--- src/rtl/baud_tick_pkg.sv ---
package baud_tick_pkg;

  // Strobes that the control half hands to the datapath half.
  typedef struct packed {
    logic run;     // generator enabled
    logic fracEn;  // accumulator feeds the counter instead of the fixed divider
    logic divBy3;  // fixed divider ratio 3 instead of 2
  } genStrobes_t;

endpackage

--- src/rtl/baud_tick_ctrl.sv ---
module baud_tick_ctrl
  import baud_tick_pkg::*;
#(
  parameter int CTRL_W   = 16,
  parameter int RELOAD_W = 13,
  parameter int FDV_W    = 9,
  parameter int RUN_BIT  = 15,
  parameter int SEL_BIT  = 13,
  parameter int FRAC_BIT = 11
) (
  input  logic                clk,
  input  logic                rstN,
  input  logic                ctrlWe,
  input  logic [CTRL_W-1:0]   ctrlWord,
  input  logic                reloadWe,
  input  logic [RELOAD_W-1:0] reloadIn,
  input  logic                fdvWe,
  input  logic [FDV_W-1:0]    fdvIn,
  output genStrobes_t         strobes,
  output logic [RELOAD_W-1:0] reloadVal,
  output logic [FDV_W-1:0]    fdvVal
);

  logic                runQ;
  logic                fracQ;
  logic                selQ;
  logic [RELOAD_W-1:0] reloadQ;
  logic [FDV_W-1:0]    fdvQ;
  logic                reloadOpen;
  logic                unusedCtrlBits;

  // The reload accepts a write only while the generator is stopped and is not being started in the same cycle.
  assign reloadOpen     = !runQ && !(ctrlWe && ctrlWord[RUN_BIT]);
  assign unusedCtrlBits = ^ctrlWord;

  always_ff @(posedge clk) begin
    if (!rstN) begin
      runQ    <= 1'b0;
      fracQ   <= 1'b0;
      selQ    <= 1'b0;
      reloadQ <= '0;
      fdvQ    <= '0;
    end else begin
      if (ctrlWe) begin
        runQ  <= ctrlWord[RUN_BIT];
        fracQ <= ctrlWord[FRAC_BIT];
        selQ  <= ctrlWord[SEL_BIT];
      end
      if (reloadWe && reloadOpen) reloadQ <= reloadIn;
      if (fdvWe) fdvQ <= fdvIn;
    end
  end

  always_comb begin
    strobes.run    = runQ;
    strobes.fracEn = fracQ;
    strobes.divBy3 = selQ;
  end

  assign reloadVal = reloadQ;
  assign fdvVal    = fdvQ;

  // the reload value never moves across an edge at which the generator was running
  a_r7_reload_frozen: assert property (@(posedge clk) disable iff (!rstN)
    runQ |=> $stable(reloadQ));

endmodule

--- src/rtl/baud_tick_prescale.sv ---
module baud_tick_prescale
  import baud_tick_pkg::*;
#(
  parameter int FDV_W   = 9,
  parameter int MAX_DIV = 3
) (
  input  logic             clk,
  input  logic             rstN,
  input  genStrobes_t      strobes,
  input  logic [FDV_W-1:0] fdvVal,
  output logic             preFire
);

  localparam int PRE_W = $clog2(MAX_DIV);
  localparam logic [PRE_W-1:0] LAST_SLOW = PRE_W'(MAX_DIV - 1);
  localparam logic [PRE_W-1:0] LAST_FAST = PRE_W'(MAX_DIV - 2);

  logic [PRE_W-1:0] divCnt;
  logic [FDV_W-1:0] acc;
  logic [FDV_W:0]   accSum;
  logic             divFire;
  logic             fracFire;

  always_comb begin
    accSum   = {1'b0, acc} + {1'b0, fdvVal};
    fracFire = accSum[FDV_W];
    divFire  = divCnt >= (strobes.divBy3 ? LAST_SLOW : LAST_FAST);
    preFire  = strobes.run & (strobes.fracEn ? fracFire : divFire);
  end

  always_ff @(posedge clk) begin
    if (!rstN || !strobes.run) begin
      divCnt <= '0;
      acc    <= '0;
    end else if (strobes.fracEn) begin
      divCnt <= '0;
      acc    <= accSum[FDV_W-1:0];
    end else begin
      divCnt <= divFire ? '0 : divCnt + 1'b1;
      acc    <= '0;
    end
  end

  // in fixed mode two prescale pulses are never adjacent
  a_r3_fixed_spacing: assert property (@(posedge clk) disable iff (!rstN)
    (strobes.run && !strobes.fracEn && preFire) |=> (!preFire || strobes.fracEn));

endmodule

--- src/rtl/baud_tick_datapath.sv ---
module baud_tick_datapath
  import baud_tick_pkg::*;
#(
  parameter int RELOAD_W = 13,
  parameter int FDV_W    = 9
) (
  input  logic                clk,
  input  logic                rstN,
  input  genStrobes_t         strobes,
  input  logic [RELOAD_W-1:0] reloadVal,
  input  logic [FDV_W-1:0]    fdvVal,
  output logic                tick
);

  logic                preFire;
  logic [RELOAD_W-1:0] relCnt;
  logic                tickQ;
  logic                wrapNow;

  baud_tick_prescale #(.FDV_W(FDV_W), .MAX_DIV(3)) u_pre (
    .clk     (clk),
    .rstN    (rstN),
    .strobes (strobes),
    .fdvVal  (fdvVal),
    .preFire (preFire)
  );

  assign wrapNow = preFire && (relCnt == '0);

  // While stopped the counter is held at the reload value, so a start begins with a full period.
  always_ff @(posedge clk) begin
    if (!rstN) begin
      relCnt <= '0;
      tickQ  <= 1'b0;
    end else if (!strobes.run) begin
      relCnt <= reloadVal;
      tickQ  <= 1'b0;
    end else begin
      tickQ <= wrapNow;
      if (preFire) relCnt <= wrapNow ? reloadVal : relCnt - 1'b1;
    end
  end

  assign tick = tickQ;

  // the running count never exceeds the reload value
  a_r8_count_bound: assert property (@(posedge clk) disable iff (!rstN)
    strobes.run |-> (relCnt <= reloadVal));

  // the first running cycle starts from a full reload
  a_r5_full_period: assert property (@(posedge clk) disable iff (!rstN)
    $rose(strobes.run) |-> (relCnt == reloadVal));

endmodule

--- src/rtl/baud_tick_gen.sv ---
module baud_tick_gen
  import baud_tick_pkg::*;
#(
  parameter int CTRL_W   = 16,
  parameter int RELOAD_W = 13,
  parameter int FDV_W    = 9
) (
  input  logic                clk,
  input  logic                rstN,
  input  logic                ctrlWe,
  input  logic [CTRL_W-1:0]   ctrlWord,
  input  logic                reloadWe,
  input  logic [RELOAD_W-1:0] reloadIn,
  input  logic                fdvWe,
  input  logic [FDV_W-1:0]    fdvIn,
  output logic                tick
);

  genStrobes_t         strobes;
  logic [RELOAD_W-1:0] reloadVal;
  logic [FDV_W-1:0]    fdvVal;

  baud_tick_ctrl #(
    .CTRL_W   (CTRL_W),
    .RELOAD_W (RELOAD_W),
    .FDV_W    (FDV_W),
    .RUN_BIT  (15),
    .SEL_BIT  (13),
    .FRAC_BIT (11)
  ) u_ctrl (
    .clk       (clk),
    .rstN      (rstN),
    .ctrlWe    (ctrlWe),
    .ctrlWord  (ctrlWord),
    .reloadWe  (reloadWe),
    .reloadIn  (reloadIn),
    .fdvWe     (fdvWe),
    .fdvIn     (fdvIn),
    .strobes   (strobes),
    .reloadVal (reloadVal),
    .fdvVal    (fdvVal)
  );

  baud_tick_datapath #(.RELOAD_W(RELOAD_W), .FDV_W(FDV_W)) u_dp (
    .clk       (clk),
    .rstN      (rstN),
    .strobes   (strobes),
    .reloadVal (reloadVal),
    .fdvVal    (fdvVal),
    .tick      (tick)
  );

  // a stopped cycle is always followed by a quiet tick output
  a_r6_quiet_when_stopped: assert property (@(posedge clk) disable iff (!rstN)
    !strobes.run |=> !tick);

endmodule

--- config.mk ---
export PLATFORM = sky130hd
export DESIGN_NAME = baud_tick_gen
export DESIGN_NICKNAME = d
export VERILOG_FILES = /design/src/rtl/baud_tick_pkg.sv /design/src/rtl/baud_tick_ctrl.sv /design/src/rtl/baud_tick_prescale.sv /design/src/rtl/baud_tick_datapath.sv /design/src/rtl/baud_tick_gen.sv
export SDC_FILE = /design/constraint.sdc
export NUM_CORES = 1
export LEC_CHECK = 0
export BUFFER_PORTS_ARGS = -buffer_cell sky130_fd_sc_hd__buf_4
export CAP_MARGIN = 25
export CORE_ASPECT_RATIO = 1.25
export CORE_MARGIN = 4
export CORE_UTILIZATION = 40
export CTS_BUF_LIST = sky130_fd_sc_hd__clkbuf_8
export DETAILED_ROUTE_END_ITERATION = 8
export SLEW_MARGIN = 5
export SYNTH_ARGS = -nofsm -noshare
export SYNTH_HDL_FRONTEND = slang
export SYNTH_HIERARCHICAL = 1
export SYNTH_SLANG_ARGS = --single-unit
--- constraint.sdc ---
create_clock -name clk -period 7.23 [get_ports clk]
set_input_delay 0.3615 -clock clk [delete_from_list [all_inputs] [get_ports clk]]
set_output_delay 0.3615 -clock clk [all_outputs]
set_load 0.03 [all_outputs]
==> results_dict.tcl <==
set metrics [dict create \
    cpMaxStageDelayCell "o21ai_0" \
    cp_top_family "compound AO/OA/AOI/OAI gates" \
    drc_errors 0 \
    crit_arrival_ns 3.02 \
    wirelength_um 5417 \
    fin_tns_setup_ns 0 \
    rsz0062_at_grt "false" \
    ir_worst_vdd_mv 0.08946 \
    cp_cell_sequence "ha_1 -> a21o_1 -> a31o_2 -> a21oi_2 -> o21ai_0 -> nand4bb_1 -> nor3_1 -> xnor2_1 -> a221oi_1" \
    ctsResizeCount 0 \
    drt-pass1-iter-count 4 \
    syn_nets 340 \
    ys_top_cells_by_count "dfxtp_1, nand2_1, mux2i_1" \
    synthArstFlopShare_pct 0 \
    fin_nets 361 \
    required_ns 7.44 \
    fin_crit_ns 2.808 \
    path_class "reg -> reg" \
    area_delta_synth_final_pct 12.75 \
    ys_seq_area_share_pct 37.37 \
    clockBufferDepth 2 \
    dr_total_vias 2044 \
    coreArea_um2 6524 \
    p_leak_nw 1.327 \
    post-cts-setup-buffer-count 0 \
    die_w_um 81.20 \
    relSlewSlack_pct 40.67 \
    clk_pin_slew_worst_paths_ns 0.10 \
    initial_core_util_pct 41.06 \
    first_iter_violations 116 \
    endpoint_kind "register" \
    synth_warnings 6 \
    diodes 0 \
    yosysMostFrequentCell "dfxtp_1" \
    synth_cell_types 62 \
    drive_gt1_share_pct 17.97 \
    ctsHoldBuffers 0 \
    synth_edf_count 0 \
    via_per_inst 5.201 \
    synth_top_cell_area_share_pct 37.37 \
    cp_num_buf_inv 0 \
    h-tree-depth 2 \
    outcome "complete, no violations" \
    crit_fanout 6 \
    power_density_nw_per_um2 213.4 \
    worst_pin_slew_ns 0.8887 \
    hold_violations 0 \
    netlist_area_um2 2679 \
    clock_skew_ns 0.01007 \
    wl_per_cell_um 13.78 \
    slew_viol_final 0 \
    fillCellCount 692 \
    worstSkewPairLatency_ns 0.30 \
    worstHoldStart "reloadIn[11]" \
    final-setup-viol-count 0 \
    grt_max_degree 50 \
    num_rows 33 \
    antenna_left 0 \
    hpwl_um 3970 \
    r2r-start "u_ctrl/fdvVal[4]" \
    synth_largest_area_cell "dfxtp_1" \
    gp_congestion 0.8321 \
    die_y_um 99.50 \
    hp-class "in -> reg" \
    cts_inserted_buffers 5 \
    grt-ovfl-total 0 \
    grt_pass1_wl_um 9108 \
    tritoncts "done" \
    synth-seq-cells 50 \
    clock-sinks 50 \
    ios 44 \
    max_stage_delay_ns 0.58 \
    cts_root_buf "clkbuf_8" \
    crit_start "u_ctrl/fdvVal[4]" \
    ys.flop_type "dfxtp_1" \
    drv_cap 0 \
    grt_pass1_vias 1983 \
    fin_crit_sh_pct 38.84 \
    grt_usage_pct 14.17 \
    avgSynthCellArea_um2 9.432 \
    yosys-top-cells-area "dfxtp_1, mux2i_1, ha_1" \
    cp-start-kind "register" \
    die_area_um2 8079 \
    postSynthCellCount 284 \
    fmax_ghz 0.3561 \
    portBuffers 30 \
    timing.hold.ws_ns 0.3031 \
    antenna_found_initial 0 \
]
-- cell usage in the layout (no fill, tap or decap), drive strengths merged, types with 6 or more instances in the layout --
master  Yosys  layout
a21oi      10      10
buf        10      31
clkbuf      6       6
dfxtp      50      50
ha         12      12
inv         9       9
mux2i      32      32
nand2      38      38
nand3       6       6
nor2       14      14
nor2b      13      13
nor3        6       6
o21ai       7       7
-- flip-flops by register name (all words and copies together), names as in the netlist --
| name | flops |
|---|---|
| u_dp/u_pre/divCnt | 2 |
| u_ctrl/selQ | 1 |
| u_ctrl/fdvVal | 9 |
| u_dp/relCnt | 13 |
| u_ctrl/reloadVal | 13 |
| u_dp/u_pre/acc | 9 |
| u_dp/tick | 1 |
| u_ctrl/fracQ | 1 |
| u_ctrl/runQ | 1 |
-- stage by stage --
step | instance area (um2) | instances | power, mW | utilization, % | setup WS, ns
after floorplan | 2679 | 284 | 0.3876 | - | 4.911
after global placement | 2873 | 384 | 0.4072 | 44.04 | 4.037
after detailed placement | 2878 | 385 | 0.4091 | 44.11 | 4.443
after CTS | 3020 | 393 | 0.6514 | 46.30 | 4.412
after global routing | 3020 | 393 | 0.6724 | 46.30 | 4.096
final | 3020 | 393 | 0.6444 | 46.30 | 4.422
-- logic make-up (layout without fill, tap and decap cells) --
kind of cell,count (synthesis),in the layout,synth area share (%)
xor gates and xnor gates,6,6,1.962
adders and majority gates,13,13,6.352
muxes,32,32,11.96
and+or+nand+nor,108,108,21.67
AOI/OAI and AO/OA,49,49,14.20
buffers and inverters,26,48,6.492
DFF,50,50,37.37
-- metal layers --
layer  GRT usage (%)  wire, um  vias to the layer above
met5               0         0                        -
met3           3.261       146                        4
met1           16.17      2337                      964
met4           4.551        48                        0
li1                -         -                     1052
met2           25.55      2885                       24
-- area by class of cell --
| class | instances | area, um2 | area share, % |
|---|---|---|---|
| Sequential cell | 50 | 1001 | 33.14 |
| Inverter | 9 | 33.78 | 1.118 |
| Clock buffer | 6 | 82.58 | 2.734 |
| Clock inverter | 2 | 60.06 | 1.988 |
| Multi-Input combinational cell | 208 | 1504 | 49.79 |
| Tap cell | 87 | 108.9 | 3.604 |
| Timing Repair Buffer | 31 | 230.2 | 7.622 |
-- report_power, final --
part | switching [mW] | leakage, nW | total (mW) | internal, mW
registers | 0.0136 | 0.409 | 0.303 | 0.289
logic | 0.0519 | 0.847 | 0.100 | 0.0482
clock network | 0.0941 | 0.0714 | 0.242 | 0.148
-- final timing paths --
check	cells past startpoint	slack [ns]	endpoint
worst max register to register	9	4.42	u_dp/relCnt[10]
worst min-delay path	3	0.30	u_ctrl/reloadVal[11]
worst min register to register	1	0.46	u_dp/u_pre/divCnt[0]
worst max-delay path	9	4.42	u_dp/relCnt[10]
-- worst register-to-register path: stages, from the launching register on --
cell and delay, ns:
dfxtp_1 0.33, ha_1 0.36, a21o_1 0.20, a31o_2 0.17, a21oi_2 0.05, o21ai_0 0.58, nand4bb_1 0.34, nor3_1 0.32
xnor2_1 0.09, a221oi_1 0.27
Note: power is estimated with default switching activity, not from simulation.
